===== config.mk =====
export PLATFORM = sky130hd
export DESIGN_NAME = cmit_timer
export DESIGN_NICKNAME = d
export VERILOG_FILES = /design/src/rtl/cmit_pkg.sv /design/src/rtl/cmit_prescaler.sv /design/src/rtl/cmit_counter.sv /design/src/rtl/cmit_ctrl.sv /design/src/rtl/cmit_timer.sv
export SDC_FILE = /design/constraint.sdc
export NUM_CORES = 1
export LEC_CHECK = 0
export ABC_AREA = 1
export BUFFER_PORTS_ARGS = -buffer_cell sky130_fd_sc_hd__buf_2
export CAP_MARGIN = 20
export CORE_ASPECT_RATIO = 1.25
export CORE_UTILIZATION = 55
export DETAILED_ROUTE_END_ITERATION = 8
export PLACE_DENSITY = 0.76
export SLEW_MARGIN = 20
export SYNTH_ARGS = -nofsm -noshare
export SYNTH_HDL_FRONTEND = slang
export SYNTH_HIERARCHICAL = 1
export SYNTH_SLANG_ARGS = --single-unit

===== constraint.sdc =====
create_clock -name clk -period 4.06 [get_ports clk]
set_input_delay 0.609 -clock clk [delete_from_list [all_inputs] [get_ports clk]]
set_output_delay 0.609 -clock clk [all_outputs]
set_load 0.02 [all_outputs]

===== src/rtl/cmit_pkg.sv =====
package cmit_pkg;
  localparam int SEL_W        = 2;
  localparam int DIV_BASE_LOG = 3;
  localparam int DIV_STEP_LOG = 2;
  localparam int PRE_W        = DIV_BASE_LOG + DIV_STEP_LOG * ((1 << SEL_W) - 1);

  localparam int CTRL_RUN    = 0;
  localparam int CTRL_SEL_LO = 1;
  localparam int CTRL_IE     = CTRL_SEL_LO + SEL_W;
  localparam int CTRL_FLAG   = CTRL_IE + 1;
  localparam int CTRL_BITS   = CTRL_FLAG + 1;

  typedef enum logic [1:0] {
    ADDR_CTRL  = 2'd0,
    ADDR_COUNT = 2'd1,
    ADDR_CMP   = 2'd2,
    ADDR_NONE  = 2'd3
  } reg_addr_e;

  // Low prescaler bits that must all be 1 for a tick of the given select.
  function automatic logic [PRE_W-1:0] tap_mask(input logic [SEL_W-1:0] sel);
    logic [PRE_W:0] bit_at;
    bit_at = '0;
    bit_at[DIV_BASE_LOG + DIV_STEP_LOG * int'(sel)] = 1'b1;
    return PRE_W'(bit_at - 1'b1);
  endfunction

  // Counter successor on an enabled tick.
  function automatic logic [15:0] step_count(input logic [15:0] cur, input logic [15:0] lim);
    return (cur == lim) ? 16'h0000 : cur + 16'h0001;
  endfunction
endpackage


===== src/rtl/cmit_prescaler.sv =====
module cmit_prescaler
  import cmit_pkg::*;
(
  input  logic             clk,
  input  logic             por_n,
  input  logic             restart,
  input  logic [SEL_W-1:0] sel,
  output logic             tick
);
  logic [PRE_W-1:0] phase;
  logic [PRE_W-1:0] mask;

  always_ff @(posedge clk or negedge por_n) begin
    if (!por_n)       phase <= '0;
    else if (restart) phase <= '0;
    else              phase <= phase + 1'b1;
  end

  always_comb begin
    mask = tap_mask(sel);
    tick = &(phase | ~mask);
  end

  // a tick is a single-cycle pulse
  a_r2_single_pulse: assert property (@(posedge clk) disable iff (!por_n)
    tick |=> !tick);
  // a restart puts the prescaler back at the start of a period
  a_r8_restart_phase: assert property (@(posedge clk) disable iff (!por_n)
    restart |=> !tick);
endmodule


===== src/rtl/cmit_counter.sv =====
module cmit_counter #(
  parameter int CNT_W = 16
) (
  input  logic             clk,
  input  logic             por_n,
  input  logic             standby,
  input  logic             tick,
  input  logic             run,
  input  logic             load,
  input  logic [CNT_W-1:0] load_val,
  input  logic [CNT_W-1:0] cmp,
  output logic [CNT_W-1:0] count,
  output logic             hit
);
  logic advance;

  always_comb begin
    advance = tick && run && !standby && !load;
    hit     = advance && (count == cmp);
  end

  always_ff @(posedge clk or negedge por_n) begin
    if (!por_n)       count <= '0;
    else if (standby) count <= '0;
    else if (load)    count <= load_val;
    else if (advance) count <= hit ? '0 : count + 1'b1;
  end

  // stopped counter holds
  a_r3_hold: assert property (@(posedge clk) disable iff (!por_n)
    (!run && !load && !standby) |=> $stable(count));
  // standby forces zero
  a_r9_standby_zero: assert property (@(posedge clk) disable iff (!por_n)
    standby |=> (count == '0));
  // software load wins
  a_r7_load_wins: assert property (@(posedge clk) disable iff (!por_n)
    (load && !standby) |=> (count == $past(load_val)));
  // counter is zero after a match
  a_r4_clear_on_hit: assert property (@(posedge clk) disable iff (!por_n)
    hit |=> (count == '0));
endmodule


===== src/rtl/cmit_ctrl.sv =====
module cmit_ctrl
  import cmit_pkg::*;
#(
  parameter int CNT_W = 16
) (
  input  logic             clk,
  input  logic             por_n,
  input  logic             man_rst,
  input  logic             ctrl_we,
  input  logic             ctrl_rd,
  input  logic             cmp_we,
  input  logic [CNT_W-1:0] wdata,
  input  logic             hit,
  output logic             run,
  output logic [SEL_W-1:0] sel,
  output logic             ie,
  output logic             flag,
  output logic [CNT_W-1:0] cmp,
  output logic             irq
);
  logic armed;
  logic sw_clear;

  always_comb begin
    sw_clear = ctrl_we && armed && !wdata[CTRL_FLAG];
    irq      = flag && ie;
  end

  always_ff @(posedge clk or negedge por_n) begin
    if (!por_n) begin
      run <= 1'b0;
      sel <= '0;
      ie  <= 1'b0;
      cmp <= '1;
    end else begin
      if (ctrl_we) begin
        run <= wdata[CTRL_RUN];
        sel <= wdata[CTRL_SEL_LO +: SEL_W];
        ie  <= wdata[CTRL_IE];
      end
      if (cmp_we) cmp <= wdata;
    end
  end

  always_ff @(posedge clk or negedge por_n) begin
    if (!por_n)        flag <= 1'b0;
    else if (hit)      flag <= 1'b1;
    else if (sw_clear) flag <= 1'b0;
  end

  always_ff @(posedge clk or negedge por_n) begin
    if (!por_n)                armed <= 1'b0;
    else if (man_rst)          armed <= 1'b0;
    else if (ctrl_rd && flag)  armed <= 1'b1;
    else if (ctrl_we)          armed <= 1'b0;
  end

  // a match always leaves the flag set (also covers set-wins, R6)
  a_r4_flag_on_hit: assert property (@(posedge clk) disable iff (!por_n)
    hit |=> flag);
  // software writes never set the flag
  a_r6_no_sw_set: assert property (@(posedge clk) disable iff (!por_n)
    (!flag && !hit) |=> !flag);
  // no clear without the arming read
  a_r6_needs_arm: assert property (@(posedge clk) disable iff (!por_n)
    (flag && !armed) |=> flag);
  // manual reset keeps the compare value
  a_r8_keep_cmp: assert property (@(posedge clk) disable iff (!por_n)
    (man_rst && !cmp_we) |=> $stable(cmp));
  // request only with a pending flag
  a_r5_irq_needs_flag: assert property (@(posedge clk) disable iff (!por_n)
    irq |-> flag);
endmodule


===== src/rtl/cmit_timer.sv =====
module cmit_timer
  import cmit_pkg::*;
#(
  parameter int CNT_W = 16
) (
  input  logic             clk,
  input  logic             por_n,
  input  logic             man_rst,
  input  logic             standby,
  input  logic             bus_wr,
  input  logic             bus_rd,
  input  logic [1:0]       bus_addr,
  input  logic [CNT_W-1:0] bus_wdata,
  output logic [CNT_W-1:0] bus_rdata,
  output logic             match_flag,
  output logic             irq
);
  reg_addr_e        addr;
  logic             ctrl_we, ctrl_rd, cnt_we, cmp_we;
  logic             tick, hit, run, ie, flag;
  logic [SEL_W-1:0] sel;
  logic [CNT_W-1:0] count, cmp;
  logic [CTRL_BITS-1:0] ctrl_view;

  always_comb begin
    addr    = reg_addr_e'(bus_addr);
    ctrl_we = bus_wr && (addr == ADDR_CTRL);
    ctrl_rd = bus_rd && (addr == ADDR_CTRL);
    cnt_we  = bus_wr && (addr == ADDR_COUNT);
    cmp_we  = bus_wr && (addr == ADDR_CMP);
    ctrl_view = {flag, ie, sel, run};
    case (addr)
      ADDR_CTRL:  bus_rdata = CNT_W'(ctrl_view);
      ADDR_COUNT: bus_rdata = count;
      ADDR_CMP:   bus_rdata = cmp;
      default:    bus_rdata = '0;
    endcase
  end

  cmit_prescaler u_pre (
    .clk     (clk),
    .por_n   (por_n),
    .restart (man_rst || standby),
    .sel     (sel),
    .tick    (tick)
  );

  cmit_counter #(.CNT_W(CNT_W)) u_cnt (
    .clk      (clk),
    .por_n    (por_n),
    .standby  (standby),
    .tick     (tick),
    .run      (run),
    .load     (cnt_we),
    .load_val (bus_wdata),
    .cmp      (cmp),
    .count    (count),
    .hit      (hit)
  );

  cmit_ctrl #(.CNT_W(CNT_W)) u_ctrl (
    .clk     (clk),
    .por_n   (por_n),
    .man_rst (man_rst),
    .ctrl_we (ctrl_we),
    .ctrl_rd (ctrl_rd),
    .cmp_we  (cmp_we),
    .wdata   (bus_wdata),
    .hit     (hit),
    .run     (run),
    .sel     (sel),
    .ie      (ie),
    .flag    (flag),
    .cmp     (cmp),
    .irq     (irq)
  );

  assign match_flag = flag;

  // manual reset keeps the counter when nothing else touches it
  a_r8_keep_count: assert property (@(posedge clk) disable iff (!por_n)
    (man_rst && !standby && !cnt_we && !run) |=> $stable(count));
endmodule


# Word level (Yosys, flattened, before mapping)
# Cells that the tools add are included.
# word_totals
regBits	47
inputBits	24
out_inout_bits	18
word_cells	54
# op_classes
addsub	4
order_cmp	2
n_eq_ne	3
n_mux	13
n_bitwise	2
n_reduce_logical	22
# ops
cell	count
$mux 16	4
$pmux 16 s3	1
$ge 32x1->1 const B	1
$lt 32x6->1 const B	1
$add 16x1->16 const B	1
$eq 16x16->1	1
$logic_and 1x1->1	13
$add 9x1->9 const B	1
$mux 9	1
$not 9->9	1
$or 9x9->9	1
$reduce_and 9->1	1
$sub 9x1->9 const B	1
$mux 1	6
$reduce_bool 3->1	2
$add 2x3->4 const A	1
$demux 1 s4	1
$logic_not 1->1	3
$eq 2x1->1 const B	1
$eq 2x2->1 const B	1
$logic_not 2->1	1
$reduce_bool 2->1	1
$logic_or 1x1->1	1

# Logic depth before layout (Yosys ltp)
# Gate-level depths: netlist (run 1).
# logic_depth
ltp_word	17
mapped_depth	16
ltp_nobuf	15

# Cells and area by module
# The synthesis (run 1) kept the hierarchy.
# modules_own_cells
mod	n_inst	cells_per_inst	area_per_inst_um2	seq_area_each_um2
cmit_counter	1	291	1631.6	400.4
cmit_ctrl	1	95	875.8	570.5
cmit_prescaler	1	67	503.0	225.2
cmit_timer	1	70	336.6	0.0

# Worst setup path before layout (run 1)
# No wires, ideal clock.
# synth_path
path_type	register to register
startpoint	reg u_ctrl.sel[1]
endpoint	reg u_cnt.count[9]
setup_time_ps	116
arrival_time_ps	1977
required_time_ps	3944
setup_slack_ps	1966
path_stages_with_launch	16
path_buffers	1
synth_period_minus_slack_ps	2094
path_cell_list	dfrtp_1 > or2_1 > ha_1 > o21a_1 > nand3_1 > nor2_1 > nand2_1 > nor3_1 > nand2_1 > nor2_4 > nand3_4 > buf_6 > nand2_1 > nand2_1 > nand2_1 > nand2_1
# synth_via
elab_chain_len	17
elab_cells_between_ends	19
classes_between	2 x add/sub; 2 x order compare; 6 x mux; 2 x bitwise; 7 x reduce/logical
# synth_lines
element	line	rtl
start, declared	cmit_ctrl.sv:15	output logic [SEL_W-1:0] sel,
start signal, assigned	cmit_ctrl.sv:38	sel <= wdata[CTRL_SEL_LO +: SEL_W];
$add 2x3->4 *	cmit_pkg.sv:24	bit_at[DIV_BASE_LOG + DIV_STEP_LOG * int'(sel)] = 1'b1;
$ge 32x1->1 (implied by the code) or $lt 32x6->1 (tied branches)	cmit_pkg.sv:24	
$logic_and 1x1->1 (implied by the code)	cmit_pkg.sv:24	
$mux 1 (implied by the code)	cmit_pkg.sv:24	
$demux 1 s4 *	-	
$sub 9x1->9 *	cmit_pkg.sv:25	return PRE_W'(bit_at - 1'b1);
$not 9->9 *	cmit_prescaler.sv:21	tick = &(phase | ~mask);
$or 9x9->9 *	cmit_prescaler.sv:21	
$reduce_and 9->1 *	cmit_prescaler.sv:21	
named net tick	cmit_timer.sv:20	logic tick, hit, run, ie, flag;
$logic_and 1x1->1 * (3 in a row)	cmit_counter.sv:18	advance = tick && run && !standby && !load;
$logic_and 1x1->1	cmit_counter.sv:19	hit = advance && (count == cmp);
$mux 16 (2 in a row)	cmit_counter.sv:26	else if (advance) count <= hit ? '0 : count + 1'b1;
$mux 16	cmit_counter.sv:25	else if (load) count <= load_val;
$mux 16	cmit_counter.sv:24	else if (standby) count <= '0;
end signal, assigned	cmit_counter.sv:25	
end signal, assigned	cmit_counter.sv:26	
end, declared	cmit_counter.sv:12	output logic [CNT_W-1:0] count,
# Mark *: on every way through the listed nets, which the timed path passes. The rest lies on a longest branch. The select of a mux whose other input is x is not followed.
# A chain may end at the register's enable or synchronous reset.

# Final worst setup path (run 1)
# layout_path
startpoint	reg u_ctrl.sel[1]
endpoint	reg u_cnt.count[3]
# Same word-level chain as after synthesis.

==> results of run 1 <==
## routing by layer
metal / track usage / vias up / part of all wire
met5: 0 / - / 0
met4: 0.07843 / 0 / 0.022
met1: 0.3105 / 1458 / 0.43
met3: 0.03833 / 16 / 0.041
met2: 0.5034 / 77 / 0.51
li1: - / 1650 / -
## synthesized netlist by cell type
master,instances
or2_2,1
clkbuf_8,1
ha_1,4
or2_1,2
nor2_2,10
xor2_1,12
nor2_1,58
nor4_1,1
nand3_4,1
clkbuf_1,2
dfrtp_1,31
nor3b_1,1
nand2_2,10
inv_4,1
inv_1,53
o21a_1,1
buf_4,3
inv_2,11
nand3_1,31
buf_2,2
xnor2_1,2
nor3_1,5
dfstp_2,16
a21oi_1,12
buf_6,5
nand2_1,222
o21ai_0,19
nor2_4,3
nand4_1,3
## power groups by stage
| stage | sequential (mW) | combinational, mW | clock (mW) |
|---|---|---|---|
| 2_1_floorplan | 0.587 | 0.217 | 0 |
| 3_3_place_gp | 0.607 | 0.277 | 0 |
| 3_5_place_dp | 0.609 | 0.286 | 0 |
| 4_1_cts | 0.601 | 0.288 | 0.372 |
| 5_1_grt | 0.610 | 0.328 | 0.391 |
| 6_report | 0.601 | 0.288 | 0.363 |
## sequential cells by signal (all words and copies together), names as in the netlist
register and count:
u_cnt/count 16, u_ctrl/armed 1, u_ctrl/cmp 16, u_ctrl/flag 1
u_ctrl/ie 1, u_ctrl/run 1, u_ctrl/sel 2, u_pre/phase 9
## area by class of cell
class	instances	area (µm²)	area share
tap	66	82.58	0.02255
clock inverter	2	35.03	0.009566
timing repair buffer	42	215.2	0.05876
inverter	65	246.5	0.06730
sequential	47	1196	0.3266
multi-input combinational	398	1804	0.4927
clock buffer	6	82.58	0.02255
## stage by stage
step | utilization | cell area [µm²]
after floorplan | - | 3347
after global placement | 0.6080 | 3537
after detailed placement | 0.6080 | 3537
after CTS | 0.6282 | 3655
after global routing | 0.6295 | 3662
final | 0.6295 | 3662
## worst paths after layout
kind                       slack (ns)  cells after the start                       start                     endpoint
max                              1.45                     13   u_ctrl/sel[1]$_DFFE_PN0P_   u_cnt/count[3]$_DFFE_PN0P_
min                              0.31                      1                       por_n     u_ctrl/armed$_DFFE_PN0P_
max reg2reg                      1.45                     13   u_ctrl/sel[1]$_DFFE_PN0P_   u_cnt/count[3]$_DFFE_PN0P_
min reg2reg                      0.50                      2  u_ctrl/cmp[13]$_DFFE_PN1P_   u_ctrl/cmp[13]$_DFFE_PN1P_
max in group asynchronous        3.34                      1                       por_n  u_cnt/count[15]$_DFFE_PN0P_
min in group clk                 0.47                      2                     man_rst     u_ctrl/armed$_DFFE_PN0P_
## cells by family after synthesis
family                     Yosys count
xor gates and xnor gates            14
adders and majority gates            4
AOI/OAI and AO/OA                   32
DFF                                 47
buffers and inverters               78
and+or+nand+nor                    348
## critical path, cell delays in order, from the launching register on
cell	delay [ns]
dfrtp_1	0.44
or2_1	0.27
ha_1	0.29
o21a_1	0.10
nand3_1	0.06
nor2_1	0.09
nand2_1	0.10
nand2_1	0.10
inv_2	0.14
nor2_1	0.47
inv_2	0.22
nor2_1	0.14
nand2_1	0.07
nand2_1	0.06
==> impl_metrics.ini, run 1 <==
[routing]
postRouteAntennaNets = 0
routed_wl_mm = 7.937
drtIter0Drc = 135
drc_errors = 0
vias = 3201
routed_via_density = 5.113
wl_per_cell_um = 12.68
firstDrtPassIters = 4

[placement]
numPortBuffers = 41
post-place-cells = 618
hpwlAfterDp_mm = 5.708
preCtsSetupSlack_ns = 0.7850
gp_congestion = 0.9294

[synth]
synth_top_family_by_area = simple AND/OR/NAND/NOR gates
synth_fp_nets = 551
synthSimpleGateAreaFrac = 0.4359
netlist_top_cells_area = nand2_1 25%, dfrtp_1 23%, dfstp_2 13%
syn_area_um2 = 3347
syn_inst = 523
synthAdderAreaFrac = 0.01495
postSynthAreaPerCell_um2 = 6.400
yosys_warnings = 6
synth.yosys.seq_area_share = 0.3574
synthXorXnorAreaFrac = 0.03664
synth-compound-area-share = 0.04860
synth_cell_types = 29
ys_seq_elements = 47
synth_top_area_cell = nand2_1
synthDominantCellAreaShare = 0.2490
synth.area.mux_share = 0

[floorplanning]
rows = 31
fp.dieH_um = 89.22
ioPinCount = 42
core_area_um2 = 5818
chipWidth_um = 71.78
initial_core_util = 0.5753
die_area_um2 = 6403

[pwr]
p_total_mw = 1.251
ir_drop_v = 0.0002335
power_frac_comb = 0.230
leakagePower_nw = 1.976
switchingPower_mw = 0.4121
clock_power_share = 0.290
internal-power_mw = 0.8392
powerDensity_nw_per_um2 = 341.7
swShare = 0.3293
seq_power_share = 0.480

[global_routing]
grt_usage = 0.2656
grt_first_pass_wirelength_mm = 13.24
grt-ovfl-total = 0
antenna_found_initial = 0
grt_pass1_vias = 2923
grt_start_max_net_pins = 48

[cells_and_area]
syn_to_final_growth_pct = 9.420
layout_common_cells = 222 x nand2_1, 58 x nor2_1, 53 x inv_1
diodes = 0
nets = 587
layout_commonest_cell = nand2_1
layout-drive-gt1-share = 0.1875
fill_cells = 581
finalNonFillerCells = 626

[clock_network]
cts_root_buf = clkbuf_8
clock-sinks = 47
cts_tree = built
max-clock-path-buffers = 2
h-tree-depth = 2
insertion_delay_ns = 0.30
post_cts_buffers = 0
path_clk_slew_ns = 0.09
cts-hold-fix-buffers = 0
cts_buffers = 5
cts_resized = 0

[worst_setup_path]
required_ns = 4.31
worstSetupPathType = reg2reg
critical_path.startpoint_type = flop
arrival_ns = 2.86
endpoint_kind = flop
cp_max_fo = 17

[sta]
finalSetupViolations = 0
hold_viol_final = 0
min_period_ns = 2.608
rsz0062_at_grt = false
layout_setup_ws_ns = 1.452
clock-skew-final_ns = 0.005954
max_clock_freq_mhz = 383.5
finalSetupTns_ns = 0
worst_pin_slew_ns = 0.7173
finalCritPeriodShare = 0.6422
fin_hold_ws_ns = 0.3084
max-slew-margin-rel = 0.5213
slew_violations = 0

[outcome]
status = completed

[flow_run]
cap_viol_max_count = 0

[hold_path]
hold_path_class = in2async
No activity file was read; power rests on OpenSTA's default activity.
==> run 2, diff against run 1 <==
- ABC_AREA: 1 -> 0
- PLACE_DENSITY: 0.76 -> 0.77
- clock period: 4.06 -> 2.4 ns (I/O delays scaled with it)
==> impl_metrics.ini, run 2 <==
[worst_setup_path]
r2r-start = u_ctrl/sel[1]$_DFFE_PN0P_
r2r_end = u_cnt/count[8]$_DFFE_PN0P_
arrival_ns = 2.56
critical_path.startpoint_type = flop
rrSetupSlack_ns = 0.01
required_ns = 2.58
r2r_cells = 11
cp_max_fo = 4
worstSetupPathType = reg2reg
endpoint_kind = flop

[clock_network]
path_clk_slew_ns = 0.09
clock-sinks = 47
cts_buffers = 5
cts_root_buf = clkbuf_8
cts_tree = built
h-tree-depth = 2
insertion_delay_ns = 0.29
max-clock-path-buffers = 2

[placement]
hpwlAfterDp_mm = 4.776
gp_congestion = 0.8972
numPortBuffers = 41
post-place-cells = 381
dpl_cell_area_um2 = 3247

[synth]
netlist_top_cells_area = dfrtp_1 26%, dfstp_2 14%, xnor2_1 5.9%
synth_enable_flop_cells = 0
postSynthAreaPerCell_um2 = 10.67
yosys_warnings = 6
ys_seq_elements = 47
synth_top_area_cell = dfrtp_1
synth_cell_types = 41
synth.yosys.seq_area_share = 0.4018
synth_commonest_cells = 31 x dfrtp_1, 20 x xnor2_1, 18 x nand2_1, 16 x a22oi_1, 16 x dfstp_2
syn_area_um2 = 2977
synth_most_common_cell = dfrtp_1
synthDominantCellAreaShare = 0.2606
async_reset_ff_frac = 1.000
synth_ff_type = dfrtp_1
synth_fp_nets = 307
syn_inst = 279

[sta]
clock-skew-final_ns = 0.007286
min_period_ns = 2.388
finalCritPeriodShare = 0.9951
max-slew-margin-rel = 0.6025
worst_pin_slew_ns = 0.5963
hold_viol_final = 0
slew_violations = 0
finalSetupViolations = 0
fin_hold_ws_ns = 0.1382
max_clock_freq_mhz = 418.7

[global_routing]
antenna_found_initial = 0
grt_start_max_net_pins = 48
grt_first_pass_wirelength_mm = 10.90
grt_usage = 0.2526
grt_pass1_vias = 2282
grt-ovfl-total = 0

[cells_and_area]
layout_commonest_cell = buf_2
fill_cells = 434
syn_to_final_growth_pct = 14.42
layout-drive-gt1-share = 0.3933
design_area_um2 = 3406
finalNonFillerCells = 390
nets = 355
layout_common_cells = 41 x buf_2, 31 x dfrtp_1, 20 x xnor2_1
diodes = 0
largestRegisters = u_cnt/count (16), u_ctrl/cmp (16), u_pre/phase (9)
final_util = 0.6610

[pwr]
switchingPower_mw = 0.5484
clock_power_share = 0.245
powerDensity_nw_per_um2 = 552.8
leakagePower_nw = 1.468
power_frac_comb = 0.228
p_total_mw = 1.883
seq_power_share = 0.527
internal-power_mw = 1.334
ir_drop_v = 0.0003909
swShare = 0.2913

[routing]
drc_errors = 0
wl_per_cell_um = 17.39
vias = 2303
routed_via_density = 5.905
routed_wl_mm = 6.782
postRouteAntennaNets = 0
firstDrtPassIters = 5
drtIter0Drc = 153

[flow_run]
cap_viol_max_count = 0

[floorplanning]
rows = 29
chipWidth_um = 67.80
die_area_um2 = 5712
core_area_um2 = 5152
fp.dieH_um = 84.25
ioPinCount = 42
initial_core_util = 0.5777

[hold_path]
hold_path_class = in2async

[outcome]
status = completed
## run 2: cell types whose count changed after synthesis, sizes merged, moves of 7 or more
cell	before	now
a22o	0	11
nand2	232	18
nor2	71	8
xnor2	2	20
nand2b	0	10
inv	65	0
nand3	32	14
a22oi	0	16
mux2	0	20
clkbuf	3	10
## run 2: logic make-up (layout without fill, tap and decap cells)
kind of cell	after synthesis	count (layout)	synth area share
simple gates	88	88	0.1740
compound gates	62	62	0.1530
flops	47	47	0.4018
xor+xnor	33	33	0.09710
mux	25	25	0.1051
buf+inv	20	69	0.05212
fa+ha+maj	4	4	0.01681
## run 2: worst max-delay path by stage
stage	from	to	slack, ns	cells past startpoint
after floorplan	u_ctrl/sel[1]$_DFFE_PN0P_	u_ctrl/flag$_DFFE_PN0P_	0.009	11
after global placement	u_ctrl/sel[1]$_DFFE_PN0P_	u_cnt/count[10]$_DFFE_PN0P_	-0.21	8
after detailed placement	u_ctrl/sel[1]$_DFFE_PN0P_	u_cnt/count[11]$_DFFE_PN0P_	-0.36	8
after CTS	u_ctrl/sel[1]$_DFFE_PN0P_	u_ctrl/flag$_DFFE_PN0P_	0.03	11
after global routing	u_ctrl/sel[1]$_DFFE_PN0P_	u_cnt/count[12]$_DFFE_PN0P_	-0.05	11
final	u_ctrl/sel[1]$_DFFE_PN0P_	u_cnt/count[8]$_DFFE_PN0P_	0.01	11
## run 2: layout make-up
cell class | count | area (µm²) | share of cell area
clock buffer | 6 | 72.57 | 0.02131
clock inverter | 2 | 12.51 | 0.003674
multi-input combinational | 212 | 1680 | 0.4934
sequential | 47 | 1196 | 0.3512
tap | 62 | 77.57 | 0.02278
timing repair buffer | 61 | 366.6 | 0.1076
## run 2: power by group through the flow
stage               registers, mW  logic (mW)  clock network (mW)
global placement            0.998       0.394                   0
finish                      0.992       0.429               0.461
detailed placement           1.00       0.400                   0
global route                 1.00       0.459               0.518
CTS                         0.989       0.406               0.482
floorplan                   0.978       0.290                   0
## run 2: layer usage
metal | vias to the layer above | GRT usage | share of wire
met2 | 43 | 0.4284 | 0.53
li1 | 1114 | - | -
met3 | 10 | 0.04755 | 0.026
met1 | 1136 | 0.3182 | 0.43
met4 | 0 | 0.07576 | 0.013
met5 | - | 0 | 0
## run 2: worst max-delay path, stage by stage, from the launching register on
cell and delay, ns:
dfrtp_1 0.40, or2_4 0.27, ha_4 0.26, o2111ai_2 0.10, a221oi_2 0.28, nand2_1 0.12
nor3_2 0.18, nand2_1 0.12, nor4_4 0.16, buf_4 0.16, buf_4 0.14, o21ai_2 0.06
## run 2: through the flow
stage	setup WS, ns	TNS, ns
floorplan	0.008806	0
global placement	-0.2070	-3.214
detailed placement	-0.3577	-5.128
CTS	0.03061	0
global route	-0.05189	-0.4968
finish	0.01168	0
## run 2: what timing repair did
| action | 4_1_cts | 5_1_grt |
|---|---|---|
| resized for setup | 4 | 15 |
| endpoints found under the setup margin | 17 | 16 |
| buffers inserted | 0 | 1 |
| hold buffers | 0 | 0 |
==> run 3, diff against run 2 <==
- PLACE_DENSITY: 0.77 -> 0.78
- SYNTH_HIERARCHICAL: 1 -> not set
==> impl_metrics.ini, run 3 <==
[outcome]
status = completed

[sta]
clock-skew-final_ns = 0.01253
hold_viol_final = 0
max_clock_freq_mhz = 485.8
min_period_ns = 2.059
finalCritPeriodShare = 0.8578
fin_hold_ws_ns = 0.01694
finalSetupTns_ns = 0
slew_violations = 0
rsz0062_at_grt = false
finalSetupViolations = 0
max-slew-margin-rel = 0.6428
worst_pin_slew_ns = 0.5317

[routing]
drtIter0Drc = 70
drc_errors = 0
vias = 2096
wl_per_cell_um = 16.32
postRouteAntennaNets = 0
routed_wl_mm = 5.940
firstDrtPassIters = 4
routed_via_density = 5.758

[flow_run]
cap_viol_max_count = 0

[clock_network]
cts_buffers = 5
insertion_delay_ns = 0.31
cts_tree = built
path_clk_slew_ns = 0.10
post_cts_buffers = 0
cts-hold-fix-buffers = 0
cts_resized = 0
h-tree-depth = 2
max-clock-path-buffers = 2
cts_root_buf = clkbuf_8
clock-sinks = 47

[synth]
yosys_warnings = 0
ys_seq_elements = 47
synth_fp_nets = 290
synth_ff_type = dfrtp_1
syn_area_um2 = 2753
synth.yosys.seq_area_share = 0.4345
syn_inst = 263
synth_commonest_cells = 32 x xnor2_1, 31 x dfrtp_1, 29 x nand2_1, 20 x mux2_2, 17 x inv_1
async_reset_ff_frac = 1.000
synth_most_common_cell = xnor2_1
synth_top_area_cell = dfrtp_1
netlist_top_cells_area = dfrtp_1 28%, dfstp_2 15%, xnor2_1 10%
synthDominantCellAreaShare = 0.2818
synth_cell_types = 39
synth_enable_flop_cells = 0
postSynthAreaPerCell_um2 = 10.47

[cells_and_area]
nets = 330
syn_to_final_growth_pct = 12.77
layout_common_cells = 41 x buf_2, 32 x xnor2_1, 31 x dfrtp_1
layout-drive-gt1-share = 0.3487
multiInputGateArea_um2 = 1399
fill_cells = 402
layout_commonest_cell = buf_2
diodes = 0
regArea_um2 = 1196
largestRegisters = u_cnt.count (16), u_ctrl.cmp (16), u_pre.phase (9)

[worst_setup_path]
critical_path.startpoint_type = flop
r2r-start = u_ctrl.cmp[12]$_DFFE_PN1P_
cp_max_fo = 11
worstSetupPathType = reg2reg
r2r_cells = 6
required_ns = 2.59
arrival_ns = 2.25
endpoint_kind = flop
crit_path_start = u_ctrl.cmp[12]$_DFFE_PN1P_
crit_path_top_delay_cell = dfstp_2
slowest_delay_ns = 0.56
crit_chain = xnor2_1 > nand4_1 > nor4_2 > or3_1 > buf_4 > o221ai_1

[hold_path]
hold_path_class = in2async

[floorplanning]
initial_core_util = 0.5777
chipWidth_um = 65.28
die_area_um2 = 5293
core_area_um2 = 4765
fp.dieH_um = 81.10
rows = 28
ioPinCount = 42

[global_routing]
grt-ovfl-total = 0
grt_first_pass_wirelength_mm = 9.922
grt_start_max_net_pins = 27
grt_pass1_vias = 2110
grt_usage = 0.2521
antenna_found_initial = 0

[placement]
numPortBuffers = 41
gp_congestion = 0.8419
hpwlAfterDp_mm = 4.528

[pwr]
powerDensity_nw_per_um2 = 589.4
ir_drop_v = 0.0003666
leakagePower_nw = 1.296
run 3: cell count changes after synthesis, moves of 6 or more:
| cell | previous run | this run |
|---|---|---|
| nand2b_1 | 10 | 0 |
| mux2_4 | 10 | 0 |
| nor2_1 | 8 | 14 |
| o221ai_2 | 0 | 10 |
| mux2_2 | 10 | 20 |
| o21ai_2 | 9 | 0 |
| nand2_1 | 18 | 29 |
| xnor2_1 | 20 | 32 |
| inv_1 | 0 | 17 |
| a22oi_1 | 16 | 0 |
| xor2_1 | 13 | 5 |
run 3: worst paths after layout:
kind	end	slack [ns]
worst max-delay path	u_cnt.count[2]$_DFFE_PN0P_	0.34
worst min-delay path	u_cnt.count[1]$_DFFE_PN0P_	0.02
worst max register to register	u_cnt.count[2]$_DFFE_PN0P_	0.34
worst min register to register	u_pre.phase[0]$_DFF_PN0_	0.51
max in group asynchronous	u_ctrl.cmp[15]$_DFFE_PN1P_	1.79
min in group clk	u_ctrl.armed$_DFFE_PN0P_	0.21
run 3: logic make-up after synthesis:
kind of cell / Yosys count / share of synthesized area
compound gates: 39 / 0.1350
xor+xnor: 37 / 0.1177
fa+ha+maj: 3 / 0.01364
buf+inv: 33 / 0.05727
flops: 47 / 0.4345
mux: 25 / 0.1000
simple gates: 79 / 0.1418
run 3: final cells by class:
cell class / count / share of cell area
multi-input cells: 183 / 0.4506
flip-flops and latches: 47 / 0.3853
repair buffers: 49 / 0.08948
well taps: 60 / 0.02418
clock buffers: 5 / 0.02217
inverters: 17 / 0.02056
clock inverters: 3 / 0.007658
run 3: critical path, delay by kind of cell, from the launching register on:
kind | cells | cell delay [ns]
simple gates | 3 | 0.86
buf+inv | 1 | 0.26
compound gates | 1 | 0.12
flops | 1 | 0.56
xor+xnor | 1 | 0.13
run 3: routing by layer:
metal,GRT usage,vias up,routed length [µm]
li1,-,1000,-
met4,0.1022,0,131
met2,0.4423,43,3016
met3,0.02949,13,202
met1,0.3135,1040,2589
met5,0,-,0
run 3: stage by stage:
stage | cells | setup slack [ns] | util | power (mW) | instance area (µm²)
final | 364 | 0.3414 | 0.6515 | 1.830 | 3104
after global routing | 364 | 0.2197 | 0.6515 | 1.907 | 3104
after CTS | 364 | 0.3327 | 0.6515 | 1.842 | 3104
after detailed placement | 356 | 0.3593 | 0.6321 | 1.348 | 3012
after global placement | 356 | 0.4108 | 0.6321 | 1.340 | 3012
after floorplan | 263 | 0.6260 | - | 1.220 | 2753
run 3: where the power goes:
group          internal [mW]  total [mW]  switching (mW)
sequential             0.906       0.980          0.0742
clock                  0.209       0.498           0.290
combinational          0.172       0.351           0.179
total                   1.29        1.83           0.543
